## config.mk

```make
export PLATFORM = sky130hd
export DESIGN_NAME = run_state_ctl
export DESIGN_NICKNAME = d
export VERILOG_FILES = /design/src/rtl/run_state_ctl.sv
export SDC_FILE = /design/constraint.sdc
export NUM_CORES = 1
export LEC_CHECK = 0
export ABC_AREA = 1
export BUFFER_PORTS_ARGS = -buffer_cell sky130_fd_sc_hd__buf_2
export CAP_MARGIN = 20
export CORE_ASPECT_RATIO = 0.7
export CORE_MARGIN = 4
export CORE_UTILIZATION = 37
export CTS_BUF_LIST = sky130_fd_sc_hd__clkbuf_8 sky130_fd_sc_hd__clkbuf_16
export CTS_CLUSTER_DIAMETER = 80
export DETAILED_ROUTE_END_ITERATION = 8
export PLACE_DENSITY = 0.74
export SETUP_SLACK_MARGIN = 0.2
export SYNTH_ARGS = -nofsm -noshare
export SYNTH_HDL_FRONTEND = slang
export SYNTH_SLANG_ARGS = --single-unit
```

## constraint.sdc

```tcl
create_clock -name clk -period 1.35 [get_ports clk]
set_clock_uncertainty 0.1 [all_clocks]
set_input_delay 0.0675 -clock clk [delete_from_list [all_inputs] [get_ports clk]]
set_output_delay 0.0675 -clock clk [all_outputs]
set_load 0.01 [all_outputs]
```

## src/rtl/run_state_ctl.sv

```systemverilog
module run_state_ctl #(
  parameter int DATA_W        = 32,
  parameter int ADDR_W        = 2,
  parameter int SETTLE_CYCLES = 4
) (
  input  logic              clk,
  input  logic              rst_n,
  input  logic              reg_wr_en,
  input  logic [ADDR_W-1:0] reg_addr,
  input  logic [1:0]        reg_wdata,
  output logic [DATA_W-1:0] reg_rdata,
  output logic [1:0]        state_o,
  output logic              valid_o,
  output logic              dp_run_o,
  output logic              fifo_flush_o,
  output logic              fifo_hold_o,
  output logic              clk_gate_o
);
  localparam int CNT_W = $clog2(SETTLE_CYCLES + 1);
  localparam logic [CNT_W-1:0] SETTLE_LOAD = CNT_W'(SETTLE_CYCLES);
  localparam logic [ADDR_W-1:0] A_STATE = ADDR_W'(0);
  localparam logic [ADDR_W-1:0] A_SWRST = ADDR_W'(1);
  localparam logic [ADDR_W-1:0] A_CFG   = ADDR_W'(2);
  localparam logic [1:0] ST_RESET = 2'd0;
  localparam logic [1:0] ST_RUN   = 2'd1;
  localparam logic [1:0] ST_CLEAR = 2'd2;
  localparam logic [1:0] ST_PAUSE = 2'd3;

  logic [1:0]       state_q, state_d;
  logic [CNT_W-1:0] settle_q;
  logic             armed_q, armed_d;
  logic             accept;
  logic             auto_gate_q;

  wire wr_state = reg_wr_en && (reg_addr == A_STATE);
  wire swrst    = reg_wr_en && (reg_addr == A_SWRST) && reg_wdata[0];
  wire wr_cfg   = reg_wr_en && (reg_addr == A_CFG);

  assign valid_o = (settle_q == '0);

  always_comb begin
    state_d = state_q;
    armed_d = armed_q;
    accept  = 1'b0;
    if (wr_state) begin
      armed_d = 1'b0;
      if (valid_o) begin
        if (state_q == ST_PAUSE) begin
          if (reg_wdata == ST_CLEAR) begin
            if (armed_q) begin
              state_d = ST_RESET;
              accept  = 1'b1;
            end else begin
              armed_d = 1'b1;
            end
          end else if (reg_wdata != ST_RESET) begin
            state_d = reg_wdata;
            accept  = 1'b1;
          end
        end else if (reg_wdata != ST_CLEAR) begin
          state_d = reg_wdata;
          accept  = 1'b1;
        end
      end
    end
  end

  always_ff @(posedge clk or negedge rst_n) begin
    if (!rst_n) begin
      state_q  <= ST_RESET;
      settle_q <= '0;
      armed_q  <= 1'b0;
    end else if (swrst) begin
      state_q  <= ST_RESET;
      settle_q <= '0;
      armed_q  <= 1'b0;
    end else begin
      state_q  <= state_d;
      armed_q  <= armed_d;
      if (accept)
        settle_q <= SETTLE_LOAD;
      else if (settle_q != '0)
        settle_q <= settle_q - 1'b1;
    end
  end

  always_ff @(posedge clk or negedge rst_n) begin
    if (!rst_n)
      auto_gate_q <= 1'b0;
    else if (wr_cfg)
      auto_gate_q <= reg_wdata[0];
  end

  always_comb begin
    reg_rdata = '0;
    if (reg_addr == A_STATE)
      reg_rdata[2:0] = {valid_o, state_q};
    else if (reg_addr == A_CFG)
      reg_rdata[0] = auto_gate_q;
  end

  assign state_o      = state_q;
  assign dp_run_o     = (state_q == ST_RUN);
  assign fifo_flush_o = (state_q == ST_RESET);
  assign fifo_hold_o  = (state_q == ST_PAUSE);
  assign clk_gate_o   = auto_gate_q && (state_q != ST_RUN);
endmodule

```

Yosys cells after proc, flatten, opt, wreduce, memory -nomap -nowiden
Cells that the tools add are included.
{"block": "op_classes", "addsub": 1, "n_eq_ne": 9, "n_mux": 27, "reduce_logical": 15}
{"op": "$mux W2", "n": 9}
{"op": "$mux W1", "n": 15}
{"op": "$mux W3", "n": 3}
{"op": "$reduce_bool A3 Y1", "n": 3}
{"op": "$eq A2 B2 Y1 const B", "n": 3}
{"op": "$reduce_bool A2 Y1", "n": 3}
{"op": "$logic_and A1 B1 Y1", "n": 5}
{"op": "$reduce_and A5 Y1", "n": 1}
{"op": "$eq A2 B1 Y1 const B", "n": 2}
{"op": "$logic_not A2 Y1", "n": 2}
{"op": "$ne A4 B1 Y1 const B", "n": 1}
{"op": "$ne A4 B4 Y1 const B", "n": 1}
{"op": "$logic_not A3 Y1", "n": 1}
{"op": "$sub A3 B1 Y3 const B", "n": 1}
{"op": "$ne A2 B1 Y1 const B", "n": 1}
{"op": "$ne A2 B2 Y1 const B", "n": 1}
{"block": "word_totals", "register_bits": 7, "in_bits": 7, "out_inout_bits": 39, "elab_cells": 56}

Longest topological paths before layout
Gate-level depths: netlist of run 1.
{"block": "depth", "ltp_word": 8, "mapped_depth": 8, "depth_no_buf": 8}

Worst setup path before layout of run 1
Ideal clock, no wire load.
{"block": "synth_path", "path_kind": "reg2reg", "startpoint": "register settle_q[0]", "endpoint": "register state_q[0] (netlist: state_o[0])", "setup_ns": 0.118, "t_arrival_ns": 1.150, "required_time_ns": 1.132, "setup_slack_ns": -0.018, "stages_incl_launch_ff": 8, "path_buffers": 0, "period_less_slack_ns": 1.368, "path_cell_list": "dfrtp_1 -> inv_1 -> ha_1 -> nand2_4 -> nor3_4 -> nand2_4 -> nand3_1 -> nand2_1"}
{"block": "synth_via", "elab_chain_cells": 3}
{"item": "start: declaration", "line_no": "30", "rtl": "logic [CNT_W-1:0] settle_q;"}
{"item": "start signal: assignment", "line_no": "83", "rtl": "settle_q <= settle_q - 1'b1;"}
{"item": "$logic_not A3 Y1", "line_no": "39", "rtl": "assign valid_o = (settle_q == '0);"}
{"item": "$reduce_bool A2 Y1 (no line)"}
{"item": "$reduce_and A5 Y1 (no line)"}
{"item": "end signal: assignment", "line_no": "78", "rtl": "state_q <= state_d;"}
{"item": "end: declaration", "line_no": "29", "rtl": "logic [1:0] state_q, state_d;"}
No other way between the ends.
A chain may end at the register's enable or synchronous reset.

Worst setup path after layout of run 1
{"block": "layout_path", "startpoint": "register settle_q[1]", "endpoint": "register settle_q[1]"}
{"block": "layout_via", "elab_chain_cells": 5, "word_cells_on_any_way": 9, "classes_between": "1 x add/sub; 5 x mux; 3 x reduce/logical"}
{"item": "parallel branches: the longest is 5 deep, another holds $sub A3 B1 Y3"}
Parallel ways; which one is timed is not known. The select of a mux whose other input is x is not followed.

==> results.sh, run 1 <==
export IMPL_leakage_nw=0.5520
export IMPL_drive_above_1_share=0.4531
export IMPL_p_per_area_nw_per_um2=1798
export IMPL_cp_end_kind="flip-flop"
export IMPL_clkLatencyLatePin_ns=0.23
export IMPL_switching_power_w=0.0006746
export IMPL_synthCells=96
export IMPL_synth_top_cells_by_area="buf_4 30%, dfrtp_1 24%, nand3_1 7.7%, nand2_1 5.8%, inv_1 4.2%"
export IMPL_cp_required_ns=1.36
export IMPL_grt_max_degree=8
export IMPL_clkSinkCount=7
export IMPL_diodes=0
export IMPL_path_class="flip-flop to flip-flop"
export IMPL_utilization=0.5538
export IMPL_start_kind="flip-flop"
export IMPL_die_area_um2=2713
export IMPL_core_region_area_um2=1697
export IMPL_core_rowCount=12
export IMPL_dr_pass1_iters=4
export IMPL_async_reset_ff_frac=1.000
export IMPL_clockBufferDepth=2
export IMPL_drv_slew=0
export IMPL_vias=621
export IMPL_wl_um=1674
export IMPL_min_period_ns=1.385
export IMPL_cp_num_cells=7
export IMPL_drc_errors=0
export IMPL_synth_edf_count=0
export IMPL_worstPathArrival_ns=1.40
export IMPL_rr_worst_depth=7
export IMPL_ios=46
export IMPL_syn_avg_cell_area_um2=7.455
export IMPL_setup_ws_ns=-0.03497
export IMPL_viasPerCell=4.168
export IMPL_gp_congestion=0.7882
export IMPL_regArea_um2=175.2
export IMPL_cp_slowest_cell="dfrtp_1"
export IMPL_design_area_um2=939.7
export IMPL_p_int_w=0.001015
export IMPL_r2r_slack_ns=-0.03
export IMPL_ys_top_cells_by_count="29 x buf_4, 11 x nand2_1, 11 x nand3_1, 8 x inv_1, 7 x dfrtp_1"
export IMPL_dp_slack_ns=0.006168
export IMPL_io_buffer_count=16
export IMPL_syn_cell_area_um2=715.7
export IMPL_nNetsFinal=138
export IMPL_synth_yosys_seq_area_share=0.2448
export IMPL_clockRootBuffer="clkbuf_8"
export IMPL_drtIter0Drc=12
export IMPL_hp_class="primary input to flip-flop"
export IMPL_grt_ovfl_total=0
export IMPL_path_clk_slew_ns=0.04
export IMPL_dpl_hpwl_um=1202
export IMPL_crit_buf_inv=1
export IMPL_initial_core_util=0.4218
export IMPL_grt_pass1_wl_um=2346
export IMPL_multi_input_area_um2=419.2
export IMPL_grt_use_total=0.1194
export IMPL_synth_seq_cells=7
export IMPL_seq_power_share=0.203
export IMPL_nFillCells=156
export IMPL_setup_viol_count_final=3
export IMPL_crit_path_max_fanout=5
export IMPL_min_path_cells=3
export IMPL_cpPeakStageDelay_ns=0.39
export IMPL_drt_antenna_violating_nets=0
export IMPL_antenna_found_initial=0
export IMPL_grt_pass1_vias=559
export IMPL_ys_types=20
export IMPL_p_clk_frac=0.172
export IMPL_maxCapViolCount=0
export IMPL_cp_cell_sequence="inv_2 -> ha_4 -> nand2_4 -> nor3_4 -> nand2_4 -> nand3_1 -> nand2_1"
export IMPL_cp_common_cell="nand2_4"
export IMPL_rsz0062_at_grt="yes"
export IMPL_yosysMostFrequentCell="buf_4"
export IMPL_syn_to_final_growth_pct=31.29
export IMPL_status="finished, violations left"
export IMPL_cp_startpoint="settle_q[1]"
export IMPL_whs_ns=0.04351
export IMPL_cts_tree="yes"
export IMPL_die_h_um=44.80
export IMPL_yosysTopAreaCellShare=0.3042
export IMPL_p_total_w=0.001690
export IMPL_yosys_area_top_type="buf_4"
export IMPL_place_area_um2=772.0
export IMPL_synth_main_ff_cell="dfrtp_1"
export IMPL_numCtsBuffers=3
export IMPL_r2r_end="settle_q[1]"
export IMPL_finalCritPeriodShare=1.026
export IMPL_p_sw_frac=0.3992
export IMPL_critPathTopFamily="simple AND/OR/NAND/NOR gates"
export IMPL_yosysWarnings=0
export IMPL_max_vdd_ir_drop_uv=1087
export IMPL_violations="negative setup slack"
export IMPL_hold_viol=0
export IMPL_r2r_start="settle_q[1]"
export IMPL_fmax_mhz=722.0
export IMPL_die_w_um=60.57
export IMPL_hp_start="reg_wdata[0]"
export IMPL_wl_per_cell_um=11.23
export IMPL_hold_end="auto_gate_q"
export IMPL_combPwrFrac=0.626
export IMPL_htree_levels=1
-- layout by cell type, fill, tap and decap left out --
master,n
conb_1,29
buf_2,13
nand2_1,10
inv_2,8
buf_6,8
nand3_1,7
dfrtp_1,7
buf_4,7
nand2_2,5
inv_1,5
nor2_1,4
nand3_2,4
clkbuf_8,3
nand2_4,2
o21ai_1,2
inv_4,1
nor2_4,1
nor2_2,1
clkinv_2,1
nor3_4,1
nand4_2,1
nand3b_1,1
a21oi_1,1
xor2_1,1
a21oi_2,1
nor3_1,1
ha_4,1
ha_1,1
dlygate4sd3_1,1
-- per-layer routing --
metal	GRT usage	vias up	wire length, um
met5	0	-	0
met4	0.02597	0	0
met3	0.06000	0	163
met2	0.2026	29	901
met1	0.1350	287	610
li1	-	305	-
-- stage by stage --
stage / instances / TNS, ns
6_report: 149 / -0.09236
5_1_grt: 149 / -0.7366
3_3_place_gp: 138 / 0
3_5_place_dp: 138 / 0
2_1_floorplan: 124 / 0
4_1_cts: 146 / -0.06896
-- flip-flops by register name (all words and copies together) (netlist names) --
signal	cells
armed_q	1
auto_gate_q	1
settle_q	3
state_o	2
-- worst max-delay path by stage --
stage	to	slack, ns
floorplan	state_o[0]	0.02
global placement	state_o[1]	0.03
detailed placement	state_o[0]	0.006
CTS	reg_rdata[2]	-0.03
global route	settle_q[1]	-0.15
finish	settle_q[1]	-0.03
-- cell type report --
type | count | share of cell area
Timing Repair Buffer | 29 | 0.2317
Clock inverter | 1 | 0.003995
Clock buffer | 3 | 0.04394
Tap cell | 21 | 0.02796
Sequential cell | 7 | 0.1864
Inverter | 14 | 0.05992
Multi-Input combinational cell | 74 | 0.4461
-- timing repair --
| item | CTS | global route |
|---|---|---|
| setup buffers | 3 | 3 |
| pin swaps | 3 | 7 |
| endpoints found under the setup margin | 11 | 13 |
| hold buffers | 1 | 0 |
| endpoints found under the hold margin | 7 | 0 |
| gates resized for setup | 10 | 8 |
-- power by group through the flow --
stage | logic (W) | clock network [W] | registers [W]
detailed placement | 0.000771 | 0 | 0.000341
global placement | 0.000769 | 0 | 0.000337
CTS | 0.000908 | 0.000299 | 0.000339
finish | 0.00106 | 0.000290 | 0.000342
floorplan | 0.000527 | 0 | 0.000359
global route | 0.00116 | 0.000311 | 0.000351
-- cell families after synthesis --
group | after synthesis | share of synthesized area
compound gates | 4 | 0.03321
xor+xnor | 1 | 0.01224
fa+ha+maj | 2 | 0.03496
buf+inv | 43 | 0.3794
flops | 7 | 0.2448
other cells | 1 | 0.005240
simple gates | 38 | 0.2902
-- tightest hold or removal path: cells and delay by family --
kind	cells	cell delay, ns
compound gates	1	0.06
buf+inv	2	0.20
No activity file was read; power rests on OpenSTA's default activity.
==> run 2: changes to the inputs <==
PLACE_DENSITY = not set   (was 0.74)
PLACE_DENSITY_LB_ADDON = 0.12   (was not set)
==> run 2 against run 1 <==
- the flow still finishes with violations (negative setup slack)
- final cell count increased by 2.0%
- largest cell class unchanged
- die area stayed put
- critical path type is now flip-flop to output port
- highest routed layer is now met4
- critical endpoint is now reg_rdata[2]
- clock-buffer cell count unchanged
==> results.sh, run 2 (synthesized netlist as in run 1, its figures left out) <==
export IMPL_final_common_cell="conb_1"
export IMPL_dpl_hpwl_um=1231
export IMPL_finalCritPeriodShare=1.035
export IMPL_setup_ws_ns=-0.04767
export IMPL_cp_startpoint="settle_q[1]"
export IMPL_fin_setup_tns_ns=-0.04767
export IMPL_antenna_found_initial=0
export IMPL_design_area_um2=996.0
export IMPL_setup_viol_count_final=1
export IMPL_regArea_um2=175.2
export IMPL_numCtsBuffers=3
export IMPL_wl_um=1649
export IMPL_top_register="settle_q"
export IMPL_grt_max_degree=8
export IMPL_drv_slew=0
export IMPL_die_w_um=60.57
export IMPL_drc_errors=0
export IMPL_crit_path_max_fanout=4
export IMPL_vias=604
export IMPL_io_buffer_count=16
export IMPL_core_rowCount=12
export IMPL_htree_levels=1
export IMPL_nFillCells=156
export IMPL_critPathTopFamily="flip-flops"
export IMPL_viasPerCell=3.974
export IMPL_grt_use_total=0.1223
export IMPL_syn_to_final_growth_pct=39.16
export IMPL_start_kind="flip-flop"
export IMPL_drt_antenna_violating_nets=0
export IMPL_r2r_start="settle_q[1]"
export IMPL_clockRootBuffer="clkbuf_8"
export IMPL_worstPathArrival_ns=1.23
export IMPL_violations="negative setup slack"
export IMPL_final_cell_mix="29 x conb_1, 13 x buf_2, 11 x buf_6, 10 x nand2_1, 8 x inv_2"
export IMPL_die_h_um=44.80
export IMPL_rsz0062_at_grt="yes"
export IMPL_dp_cells=139
export IMPL_gp_congestion=0.7336
export IMPL_leakage_nw=0.5732
export IMPL_die_area_um2=2713
export IMPL_cp_required_ns=1.18
export IMPL_maxCapViolCount=0
export IMPL_clkLatencyLatePin_ns=0.23
export IMPL_cts_tree="yes"
export IMPL_drtIter0Drc=8
export IMPL_ios=46
export IMPL_status="finished, violations left"
export IMPL_grt_ovfl_total=0
export IMPL_grt_pass1_wl_um=2332
export IMPL_diodes=0
export IMPL_multi_input_area_um2=441.7
export IMPL_initial_core_util=0.4218
export IMPL_p_per_area_nw_per_um2=1852
export IMPL_cp_end_kind="output port"
export IMPL_place_area_um2=779.5
export IMPL_min_period_ns=1.398
export IMPL_nNetsFinal=141
export IMPL_largest_reg_flops=3
export IMPL_clockBufferDepth=2
export IMPL_max_vdd_ir_drop_uv=1064
export IMPL_grt_pass1_vias=534
export IMPL_hp_class="primary input to flip-flop"
export IMPL_cp_slowest_cell="dfrtp_1"
export IMPL_utilization=0.5870
export IMPL_cp_cell_sequence="inv_2 -> ha_4 -> nand2_4 -> buf_6 -> nor2_1 -> buf_2"
export IMPL_whs_ns=0.02201
export IMPL_cpPeakStageDelay_ns=0.38
export IMPL_drive_above_1_share=0.4885
export IMPL_path_class="flip-flop to output port"
export IMPL_final_cells=152
export IMPL_clkSinkCount=7
export IMPL_wl_per_cell_um=10.85
export IMPL_core_region_area_um2=1697
export IMPL_hp_start="reg_wdata[0]"
export IMPL_dr_pass1_iters=4
export IMPL_path_clk_slew_ns=0.04
export IMPL_fmax_mhz=715.5
export IMPL_crit_buf_inv=3
export IMPL_hold_viol=0
## run 2: cell count changes in the layout (fill, tap and decap cells not counted)
cell	change
nand3_2	+2
nand3_1	-2
ha_4	+1
buf_6	+3
ha_1	-1
## run 2: stage by stage
stage | total power [W] | setup WS, ns
finish | 0.001844 | -0.04767
global route | 0.001979 | -0.09055
CTS | 0.001721 | -0.03518
detailed placement | 0.001142 | 0.008024
global placement | 0.001130 | 0.03836
floorplan | 0.0008860 | 0.01632
## run 2: final timing paths
kind,endpoint,slack [ns],depth (start not counted)
max,reg_rdata[2],-0.05,6
min,state_o[0],0.02,3
max reg2reg,state_o[1],0,7
min reg2reg,auto_gate_q,0.41,2
max in group asynchronous,state_o[1],0.88,2
min in group asynchronous,armed_q,0.11,2
## run 2: cell type report
| class | count | area share |
|---|---|---|
| Multi-Input combinational cell | 74 | 0.4435 |
| Timing Repair Buffer | 32 | 0.2525 |
| Sequential cell | 7 | 0.1759 |
| Inverter | 14 | 0.05653 |
| Clock buffer | 3 | 0.04146 |
| Tap cell | 21 | 0.02638 |
| Clock inverter | 1 | 0.003769 |
## run 2: what timing repair did
action | CTS | global route
setup endpoints to repair | 13 | 13
hold buffers | 1 | 0
resized for setup | 19 | 6
endpoints found under the hold margin | 7 | 0
cloned | 0 | 0
pin swaps | 8 | 7
buffers inserted | 6 | 2
## run 2: tightest hold or removal path, stage by stage
cell and delay [ns]:
buf_2 0.13, nand2_1 0.07, nand2_1 0.05
## run 2: routing by layer
metal | vias to the layer above | global-route usage | share of wire
met3 | 2 | 0.05143 | 0.10
met5 | - | 0 | 0
met2 | 31 | 0.1898 | 0.46
met1 | 263 | 0.1538 | 0.43
met4 | 0 | 0.03896 | 0.0085
li1 | 308 | - | -
## run 2: power breakdown
part	internal, W	switching, W	total [W]
sequential	0.000289	0.0000482	0.000337
combinational	0.000643	0.000576	0.00122
clock	0.000196	0.0000913	0.000288
